## config.mk

```make
export PLATFORM = sky130hd
export DESIGN_NAME = txen_guard
export DESIGN_NICKNAME = d
export VERILOG_FILES = /design/src/rtl/txg_pkg.sv /design/src/rtl/txg_sync.sv /design/src/rtl/txg_dom_timer.sv /design/src/rtl/txen_guard.sv
export SDC_FILE = /design/constraint.sdc
export NUM_CORES = 1
export LEC_CHECK = 0
export BUFFER_PORTS_ARGS = -buffer_cell sky130_fd_sc_hd__buf_2
export CAP_MARGIN = 25
export CORE_ASPECT_RATIO = 1.2
export CORE_MARGIN = 1.5
export CORE_UTILIZATION = 25
export CTS_BUF_LIST = sky130_fd_sc_hd__clkbuf_8 sky130_fd_sc_hd__clkbuf_16
export DETAILED_ROUTE_END_ITERATION = 16
export PLACE_DENSITY_LB_ADDON = 0.05
export SLEW_MARGIN = 0
export SYNTH_ARGS = -nofsm -noshare
export SYNTH_HDL_FRONTEND = slang
export SYNTH_SLANG_ARGS = --single-unit
```

## constraint.sdc

```tcl
create_clock -name clk -period 2.19 [get_ports clk]
set_clock_uncertainty 0.15 [all_clocks]
set_input_delay 0.219 -clock clk [delete_from_list [all_inputs] [get_ports clk]]
set_output_delay 0.219 -clock clk [all_outputs]
set_load 0.05 [all_outputs]
```

## src/rtl/txg_pkg.sv

```systemverilog
package txg_pkg;
    typedef enum logic [1:0] {
        ST_RECESSIVE = 2'd0,
        ST_DOMINANT  = 2'd1,
        ST_BLOCKED   = 2'd2
    } txg_state_e;
endpackage

```

## src/rtl/txg_sync.sv

```systemverilog
module txg_sync #(
    parameter int   STAGES  = 2,
    parameter logic RST_VAL = 1'b1
) (
    input  logic clk,
    input  logic rst_n,
    input  logic d_in,
    output logic q_out
);
    logic [STAGES-1:0] chain_q;

    generate
        if (STAGES == 1) begin : g_one
            always_ff @(posedge clk or negedge rst_n) begin
                if (!rst_n) chain_q <= {STAGES{RST_VAL}};
                else        chain_q <= d_in;
            end
        end else begin : g_many
            always_ff @(posedge clk or negedge rst_n) begin
                if (!rst_n) chain_q <= {STAGES{RST_VAL}};
                else        chain_q <= {chain_q[STAGES-2:0], d_in};
            end
        end
    endgenerate

    assign q_out = chain_q[STAGES-1];
endmodule

```

## src/rtl/txg_dom_timer.sv

```systemverilog
module txg_dom_timer #(
    parameter int TMO_CYC = 6500
) (
    input  logic clk,
    input  logic rst_n,
    input  logic run,
    output logic expired
);
    localparam int CW = $clog2(TMO_CYC + 1);
    localparam logic [CW-1:0] LIMIT = CW'(TMO_CYC);

    logic [CW-1:0] cnt_q;

    always_ff @(posedge clk or negedge rst_n) begin
        if (!rst_n)              cnt_q <= '0;
        else if (!run)           cnt_q <= '0;
        else if (cnt_q != LIMIT) cnt_q <= cnt_q + 1'b1;
    end

    assign expired = (cnt_q == LIMIT);
endmodule

```

## src/rtl/txen_guard.sv

```systemverilog
module txen_guard
    import txg_pkg::*;
#(
    parameter int TMO_CYC     = 6500,
    parameter int SYNC_STAGES = 2
) (
    input  logic clk,
    input  logic rst_n,
    input  logic txd_pin,
    input  logic hot_flag,
    input  logic normal_mode,
    output logic drive_dom,
    output logic stat_timeout,
    output logic stat_thermal
);
    logic       txd_s, txd_d;
    logic       rise;
    logic       expired;
    txg_state_e state_q, state_n;
    logic       tmo_q, thr_q;

    txg_sync #(.STAGES(SYNC_STAGES), .RST_VAL(1'b1)) u_sync (
        .clk   (clk),
        .rst_n (rst_n),
        .d_in  (txd_pin),
        .q_out (txd_s)
    );

    txg_dom_timer #(.TMO_CYC(TMO_CYC)) u_timer (
        .clk     (clk),
        .rst_n   (rst_n),
        .run     (~txd_s),
        .expired (expired)
    );

    always_ff @(posedge clk or negedge rst_n) begin
        if (!rst_n) txd_d <= 1'b1;
        else        txd_d <= txd_s;
    end

    assign rise = txd_s & ~txd_d;

    always_ff @(posedge clk or negedge rst_n) begin
        if (!rst_n) state_q <= ST_RECESSIVE;
        else        state_q <= state_n;
    end

    always_comb begin
        state_n = state_q;
        unique case (state_q)
            ST_RECESSIVE: begin
                if (hot_flag)    state_n = ST_BLOCKED;
                else if (!txd_s) state_n = ST_DOMINANT;
            end
            ST_DOMINANT: begin
                if (hot_flag)     state_n = ST_BLOCKED;
                else if (txd_s)   state_n = ST_RECESSIVE;
                else if (expired) state_n = ST_BLOCKED;
            end
            ST_BLOCKED: begin
                if (rise && !hot_flag) state_n = ST_RECESSIVE;
            end
            default: state_n = ST_RECESSIVE;
        endcase
    end

    always_ff @(posedge clk or negedge rst_n) begin
        if (!rst_n) begin
            tmo_q <= 1'b0;
            thr_q <= 1'b0;
        end else begin
            if (state_q == ST_DOMINANT && !txd_s && expired) tmo_q <= 1'b1;
            else if (rise)                                  tmo_q <= 1'b0;
            if (hot_flag)  thr_q <= 1'b1;
            else if (rise) thr_q <= 1'b0;
        end
    end

    always_comb begin
        drive_dom    = (state_q == ST_DOMINANT) && normal_mode;
        stat_timeout = tmo_q;
        stat_thermal = thr_q;
    end
endmodule

```

# After elaboration in Yosys (flattened, before gate mapping)
# Index checks and enable logic that the tools add are counted.
# W data, S select, Z words.
# totals
ff_bits	20
inputBits	5
wordCells	39
# classes
addsub	1
n_eq_ne	7
muxes	12
bitwise	2
reduce_logical	11
# ops
cell	n
$mux W13	2
$add A13 B1 Y13 const B	1
$eq A13 B13 Y1 const B	1
$ne A13 B13 Y1 const B	1
$mux W2	6
$pmux W2 S3	1
$reduce_bool A2 Y1	3
$logic_and A1 B1 Y1	4
$ne A4 B3 Y1 const B	1
$mux W1	3
$ne A3 B3 Y1 const B	1
$reduce_and A3 Y1	1
$eq A2 B1 Y1 const B	1
$eq A2 B2 Y1 const B	1
$logic_not A1 Y1	2
$logic_not A2 Y1	1
$ne A2 B2 Y1 const B	1
$and A1 B1 Y1	1
$not A1 Y1	1

# Longest topological paths before layout
# Gate-level depths: netlist of run 1.
# logic_depth
word_depth	5
ltp_mapped	5
ltp_nobuf	5

# Cells and area by module
# A second synthesis of run 1 with hierarchy kept.
# hier_totals
cells_unflattened	96
hier_area_um2	1013.5
# by_module_without_submodules
mod	n_inst	cells_per_inst	area_per_inst_um2	seq_area_each_um2
txg_dom_timer	1	77	737.0	325.3
txen_guard	1	17	224.0	126.4
txg_sync	1	2	52.6	52.6

# Worst setup path after synthesis of run 1
# No wires, ideal clock.
# synth_timing
kind	register to register
from	register u_timer.cnt_q[7]
to	register u_timer.cnt_q[0]
setup_ns	0.125
arrival_ns	1.670
required_ns	1.915
path_slack_ns	0.245
stages_incl_launch_ff	4
path_buffers	0
synth_period_minus_slack_ns	1.945
cell_sequence	dfrtp_1 or4b_4 nor4_4 mux2_4
# synth_between
elab_chain_cells	2
# synth_rtl
element	line	source
from (decl)	txg_dom_timer.sv:12	logic [CW-1:0] cnt_q;
from (signal assigned)	txg_dom_timer.sv:17	else if (cnt_q != LIMIT) cnt_q <= cnt_q + 1'b1;
$ne A13 B13 Y1	txg_dom_timer.sv:17	
$reduce_bool A2 Y1 (no source line)	n/a	
# No other way between the ends.
# A chain may end at the register's enable or synchronous reset.

# Worst setup path after layout of run 1
# Ends and elaborated chain as after synthesis.

==> summary.md, run 1 <==
| Metric | Value |
|---|---|
| Peak VDD IR | `0.299 mV` |
| GPL Wtd Cong | `0.737` |
| Slew Viols, Final | `0` |
| Simple-gate share of the synthesized area | `24.3%` |
| Power density of the placed cells | `641 nW/um2` |
| Antenna violations before repair | `0` |
| CP required | `2190 ps` |
| Crit-path max FO | `5` |
| Synth top cells by count | `17 x dfrtp_1, 10 x nor2_1, 6 x a21oi_1, 6 x nand2_1, 5 x inv_1` |
| Post-Synthesis Cells | `93` |
| WL final | `2090 um` |
| Fin. Hold Viols | `0` |
| GRT Util Overall | `10.7%` |
| DR vias/cell | `4.60` |
| First-pass GRT wire length | `3410 um` |
| Largest family of logic cells by synthesized area | `simple AND/OR/NAND/NOR gates` |
| Core area | `3690 um2` |
| Max-Cap Viols | `0` |
| DR pass1 iterations | `4` |
| Async set-reset flop share out of synthesis | `100%` |
| Post-DR wirelength/cell | `13.2 um` |
| Post-route design area | `1150 um2` |
| Syn. warnings | `0` |
| Setup TNS | `0 ps` |
| Nets | `114` |
| Synth area leaders | `dfrtp_1 44%, dfstp_2 8.1%, nor2_1 3.9%` |
| CTS tree | `done` |
| Worst slew margin | `69.1%` |
| Seq/Total Area, Yosys | `51.9%` |
| Inserted Diodes | `0` |
| Root Driver | `clkbuf_8` |
| Synth Area in Compound Gates | `12.7%` |
| Crit end category | `flip-flop` |
| Hold Path Class | `in2reg` |
| Syn_area_per_cell | `10.5 um2` |
| NetSw | `0.177 mW` |
| Initial drt markers | `43` |
| Initial Util | `26.3%` |
| CTS resizes | `0` |
| Status | `finished, final reports clean` |
| # rows | `24` |
| Sequential Power Share | `53.6%` |
| Tcrit/Tclk final | `90.4%` |
| Combinational share of power | `6.8%` |
| RSZ-0062 raised after global routing | `no` |
| Layout area overhead | `18.8%` |
| Vias in the first global route | `718` |
| CTS Buffer Depth | `2` |
| XOR/XNOR Fraction of Synth Area | `0.901%` |
| Port Buffers | `7` |
| Switching Share | `23.9%` |
| Hpwl dp | `1430 um` |
| DRT antenna net count | `0` |
| Int Pwr | `0.563 mW` |
| Multiplexer share of the synthesized area | `4.89%` |
| Maximum clock rate | `0.505 GHz` |
| Arrival time at the worst endpoint | `1980 ps` |
| Die Area | `4270 um2` |
| Fraction of the mapped netlist area in adder cells | `2.57%` |
| Synthesized flop and latch total | `20` |
| I/O pin cnt | `8` |
| Share of layout cells above drive strength 1 | `20.8%` |
| Mapped cell area | `972 um2` |
| Setup Viol. Count Final | `0` |
| Top cell type's share of synthesized area | `43.8%` |
| Post-layout min period | `1980 ps` |
| Height of the chip | `71.3 um` |
| Clk Latency, worst-skew pair | `260 ps` |
| Largest net degree at the start of global routing | `21` |
| Number of synthesized flops with an enable pin | `0` |
| Slew @ Worst Pin | `463 ps` |
| DRC | `0` |
| Post-synth cell types | `30` |
| Post-synthesis net count | `100` |
| Num CTS Buffers | `3` |
| Gr ovfl total | `0` |
| CTS sink count | `20` |
| Clock transition at the registers of the reported paths | `80 ps` |
| Dominant synthesized flop cell | `dfrtp_1` |
| Count leader, synth | `dfrtp_1` |
| Via count | `727` |
| Post-synth top area cell | `dfrtp_1` |
| WS Path Type | `reg2reg` |
| Post-DP Area | `1080 um2` |
| Htree depth | `1` |
| Clock Power Share | `39.6%` |
| Leak | `0.465 nW` |
| Die width | `59.9 um` |
| Startpoint class of the critical path | `flip-flop` |
==> cells by family (layout without fill, tap and decap cells) <==
| family | after synthesis | after routing |
|---|---|---|
| AOI/OAI and AO/OA | 19 | 19 |
| xor gates and xnor gates | 1 | 1 |
| and+or+nand+nor | 40 | 40 |
| DFF | 20 | 20 |
| buffers and inverters | 7 | 20 |
| muxes | 4 | 4 |
| adders and majority gates | 2 | 2 |
==> cells in the final DEF, fill, tap and decap left out, drive strengths merged <==
master,n
nand4,2
dlygate4sd3,2
dfstp,3
or4b,1
o21a,1
nand3b,1
ha,2
nand4b,1
nand2b,4
a32o,2
a2111oi,1
clkbuf,4
nor2,10
nand3,4
nor2b,1
or4,3
inv,5
dfrtp,17
buf,9
nand2,6
mux2i,1
a21oi,6
nor4,3
or3,4
o21ai,4
mux2,3
xor2,1
o31ai,3
a21o,2
==> per-layer routing <==
| metal | global-route usage, % | part of all wire [%] | vias up |
|---|---|---|---|
| li1 | - | - | 360 |
| met5 | 0 | 0 | - |
| met1 | 14.0 | 49 | 351 |
| met2 | 16.7 | 46 | 12 |
| met4 | 5.19 | 2.1 | 0 |
| met3 | 2.17 | 2.7 | 4 |
==> power by group through the flow <==
stage                     clock [mW]  sequential [mW]  combinational (mW)
final                          0.293            0.397              0.0505
after CTS                      0.302            0.398              0.0525
after floorplan                    0            0.403              0.0271
after global placement             0            0.404              0.0500
after detailed placement           0            0.405              0.0497
after global routing           0.311            0.400              0.0584
==> flip-flops by register name (all words and copies together), names as in the netlist <==
name            flops
txd_d               1
u_sync.chain_q      2
state_q             2
u_timer.cnt_q      13
stat_thermal        1
stat_timeout        1
==> cell type report <==
| class | instances | area, um2 |
|---|---|---|
| multi-input combinational | 66 | 442 |
| inverter | 5 | 18.8 |
| timing repair buffer | 11 | 70.1 |
| sequential | 20 | 504 |
| fill | 387 | 2540 |
| tap | 52 | 65.1 |
| clock buffer | 4 | 55.1 |
==> final timing paths <==
path                                                    from                           end  slack, ps  cells after the start
worst max register to register  u_timer.cnt_q[7]$_DFFE_PN0P_  u_timer.cnt_q[0]$_DFFE_PN0P_        210                      3
worst max-delay path            u_timer.cnt_q[7]$_DFFE_PN0P_  u_timer.cnt_q[0]$_DFFE_PN0P_        210                      3
worst min-delay path                                hot_flag        state_q[0]$_DFFE_PN0P_         10                      2
max in group asynchronous                              rst_n   u_sync.chain_q[0]$_DFF_PN1_       1260                      2
min in group asynchronous                              rst_n  u_timer.cnt_q[8]$_DFFE_PN0P_        290                      2
worst min register to register   u_sync.chain_q[0]$_DFF_PN1_   u_sync.chain_q[1]$_DFF_PN1_        210                      0
==> repair_timing <==
item	CTS	global route
hold endpoints to repair	18	0
hold buffers	2	0
setup buffers	0	0
==> per-stage QoR <==
stage	std cells	total power, mW	utilization, %	hold slack (ps)	worst slack [ps]
2_1_floorplan	93	0.430	-	-227	245
3_3_place_gp	152	0.454	29.2	68.5	244
3_5_place_dp	152	0.454	29.2	56.5	214
4_1_cts	158	0.752	31.3	9.15	200
5_1_grt	158	0.769	31.3	13.8	137
6_report	158	0.741	31.3	13.7	210
==> worst max-delay path: stages, from the launching register on <==
cell and delay (ps):
dfrtp_1 420, or4b_4 560, nor4_4 400, mux2_4 330
Power figures use the tool's default switching activity.
==> run 2: changes to the inputs <==
--- a/config.mk
+++ b/config.mk
@@ -5,14 +5,13 @@
 export SDC_FILE = /design/constraint.sdc
 export NUM_CORES = 1
 export LEC_CHECK = 0
-export BUFFER_PORTS_ARGS = -buffer_cell sky130_fd_sc_hd__buf_2
 export CAP_MARGIN = 25
 export CORE_ASPECT_RATIO = 1.2
 export CORE_MARGIN = 1.5
 export CORE_UTILIZATION = 25
 export CTS_BUF_LIST = sky130_fd_sc_hd__clkbuf_8 sky130_fd_sc_hd__clkbuf_16
 export DETAILED_ROUTE_END_ITERATION = 16
-export PLACE_DENSITY_LB_ADDON = 0.05
+export DONT_BUFFER_PORTS = 1
 export SLEW_MARGIN = 0
 export SYNTH_ARGS = -nofsm -noshare
 export SYNTH_HDL_FRONTEND = slang
==> constraint.sdc (replaced) <==
create_clock -name clk -period 2.03 [get_ports clk]
set_clock_uncertainty 0.15 [all_clocks]
set_input_delay 0.203 -clock clk [delete_from_list [all_inputs] [get_ports clk]]
set_output_delay 0.203 -clock clk [all_outputs]
set_load 0.05 [all_outputs]
==> summary.md, run 2 (synthesis gave the netlist of run 1 again) <==
| Metric | Value |
|---|---|
| DR pass1 iterations | `4 (unchanged)` |
| Height of the chip | `71.3 um (unchanged)` |
| Commonest non-fill, non-tap cell in the layout | `dfrtp_1` |
| CTS sink count | `20 (unchanged)` |
| Vias in the first global route | `818 (+14%)` |
| Sequential Power Share | `55.1% (+1.5 points)` |
| Tcrit/Tclk final | `93.8% (+3.4 points)` |
| Fin. Hold Viols | `0 (unchanged)` |
| CP bufs+invs | `1 (+1)` |
| Worst R2R End | `u_timer.cnt_q[1]$_DFFE_PN0P_` |
| Setup TNS | `0 ps (unchanged)` |
| WHS Endpoint | `state_q[1]$_DFFE_PN0P_` |
| I/O pin cnt | `8 (unchanged)` |
| Power density of the placed cells | `684 nW/um2 (+6.6%)` |
| Worst slew margin | `40.7% (-28 points)` |
| Initial drt markers | `28 (-35%)` |
| Nets | `111 (-2.6%)` |
| Share of layout cells above drive strength 1 | `17.5% (-3.3 points)` |
| Initial Util | `26.3% (unchanged)` |
| GPL Wtd Cong | `0.713 (-3.1%)` |
| Peak VDD IR | `0.399 mV (+33%)` |
| Hold path cells | `2 (unchanged)` |
| Int Pwr | `0.605 mW (+7.4%)` |
| Die width | `59.9 um (unchanged)` |
| Final core utilization | `31.2% (-0.068 points)` |
| NetSw | `0.183 mW (+3.0%)` |
| Clk Latency, worst-skew pair | `260 ps (about the same)` |
| Gr ovfl total | `0 (unchanged)` |
| Clock transition at the registers of the reported paths | `70 ps (about the same)` |
| Power Total | `0.788 mW (+6.3%)` |
| Setup ws final | `127 ps (-83.5 ps)` |
| Wl on met1 | `772 um (-25%)` |
| Layout area overhead | `18.5%` |
| Post-layout min period | `1900 ps (-76.5 ps)` |
| CTS tree | `done` |
| DRC | `0 (unchanged)` |
| Top reg by flops | `u_timer.cnt_q` |
| Crit-path max FO | `6 (+1)` |
| First-pass GRT wire length | `3540 um (+3.8%)` |
| Die Area | `4270 um2 (unchanged)` |
| Crit. Startpoint | `u_timer.cnt_q[9]$_DFFE_PN0P_` |
| Num CTS Buffers | `3 (unchanged)` |
| WL final | `1890 um (-9.3%)` |
| Htree depth | `1 (unchanged)` |
| Startpoint class of the critical path | `flip-flop` |
| RSZ-0062 raised after global routing | `no` |
| Largest net degree at the start of global routing | `21 (unchanged)` |
| Slowest cell on crit path | `or4b_4` |
| Max reg flops | `13 (unchanged)` |
| Leading cell types in the layout, fill and taps excluded | `17 x dfrtp_1, 10 x nor2_1, 6 x nand2_1, 6 x a21oi_1` |
| Hpwl dp | `1390 um (-2.9%)` |
| # rows | `24 (unchanged)` |
| Max-Cap Viols | `0 (unchanged)` |
| CP required | `2070 ps (-120 ps)` |
| Slew @ Worst Pin | `887 ps (+423 ps)` |
| GRT Util Overall | `10.9% (+0.24 points)` |
| Port Buffers | `0 (-7)` |
| Post-DR wirelength/cell | `12.2 um (-7.6%)` |
| Crit end category | `flip-flop` |
| FF-to-FF path depth | `4 (+1)` |
| Fill cells | `387 (unchanged)` |
| DRT antenna net count | `0 (unchanged)` |
| Root Driver | `clkbuf_8` |
| Slew Viols, Final | `0 (unchanged)` |
| DR vias/cell | `4.83 (+5.0%)` |
| Setup slack, reg-to-reg | `130 ps (-80 ps)` |
| Core area | `3690 um2 (unchanged)` |
| Slowest Stage Delay on Critical Path | `550 ps (about the same)` |
| CTS resizes | `0 (unchanged)` |
| Arrival time at the worst endpoint | `1940 ps (-40 ps)` |
| Inserted Diodes | `0 (unchanged)` |
| R2r startpoint | `u_timer.cnt_q[9]$_DFFE_PN0P_` |
| Max Used Layer | `met4` |
| WS Path Type | `reg2reg` |
| DR WL met2 | `1010 um (+5.4%)` |
| Largest registers | `u_timer.cnt_q (13), state_q (2), u_sync.chain_q (2)` |
| Hold Path Class | `in2reg` |
| Maximum clock rate | `0.525 GHz (+4.0%)` |
| Met3 wire length | `64 um (+12%)` |
| Setup Viol. Count Final | `0 (unchanged)` |
| Via count | `749 (+3.0%)` |
| Antenna violations before repair | `0 (unchanged)` |
| Critical-path cell list | `or4b_4 -> nor4_4 -> buf_4 -> mux2i_1` |
| Leak | `0.455 nW (-2.3%)` |
| Place WS | `129 ps (-85.6 ps)` |
| Clock Power Share | `39.2% (-0.4 points)` |
| Status | `finished, final reports clean` |
| CTS Buffer Depth | `2 (unchanged)` |
| Combinational share of power | `5.7% (-1.1 points)` |
| Top Family by Delay on Critical Path | `simple AND/OR/NAND/NOR gates` |
| Worst hold slack | `8.06 ps (-5.69 ps)` |
| Switching Share | `23.2% (-0.76 points)` |
| Critical hold path startpoint | `hot_flag` |
==> run 2: final cells by class <==
cell class	instances	area [um2]	share of cell area [%]
clock buffers	4	55.1	4.78
inverters	5	18.8	1.63
repair buffers	8	67.6	5.86
multi-input cells	66	442	38.3
well taps	52	65.1	5.65
flip-flops and latches	20	504	43.8
==> run 2: through the flow <==
| stage | instance area (um2) | std cells |
|---|---|---|
| finish | 1150 | 155 |
| global route | 1150 | 155 |
| CTS | 1150 | 155 |
| detailed placement | 1070 | 148 |
| global placement | 1070 | 148 |
| floorplan | 972 | 93 |
==> run 2: how the worst max path moves through the flow <==
| stage | slack (ps) | end | depth (start not counted) |
|---|---|---|---|
| floorplan | 80 | u_timer.cnt_q[0]$_DFFE_PN0P_ | 3 |
| global placement | 200 | u_timer.cnt_q[0]$_DFFE_PN0P_ | 3 |
| detailed placement | 130 | u_timer.cnt_q[1]$_DFFE_PN0P_ | 4 |
| CTS | 110 | u_timer.cnt_q[1]$_DFFE_PN0P_ | 4 |
| global route | 30 | u_timer.cnt_q[1]$_DFFE_PN0P_ | 4 |
| finish | 130 | u_timer.cnt_q[1]$_DFFE_PN0P_ | 4 |
==> run 2: repair_timing <==
action,in CTS,in global routing
setup buffers,0,0
endpoints found under the hold margin,23,0
hold buffers,3,0
==> run 2: power groups by stage <==
stage | logic (mW) | registers (mW) | clock network (mW)
finish | 0.0450 | 0.434 | 0.309
global route | 0.0525 | 0.437 | 0.337
CTS | 0.0463 | 0.434 | 0.317
detailed placement | 0.0333 | 0.441 | 0
global placement | 0.0320 | 0.440 | 0
floorplan | 0.0292 | 0.434 | 0
==> run 2: layer usage <==
metal	vias to the layer above	global-route usage, %
met3	5	2.17
met4	0	5.43
li1	356	-
met1	373	11.8
met5	-	0
met2	15	19.7
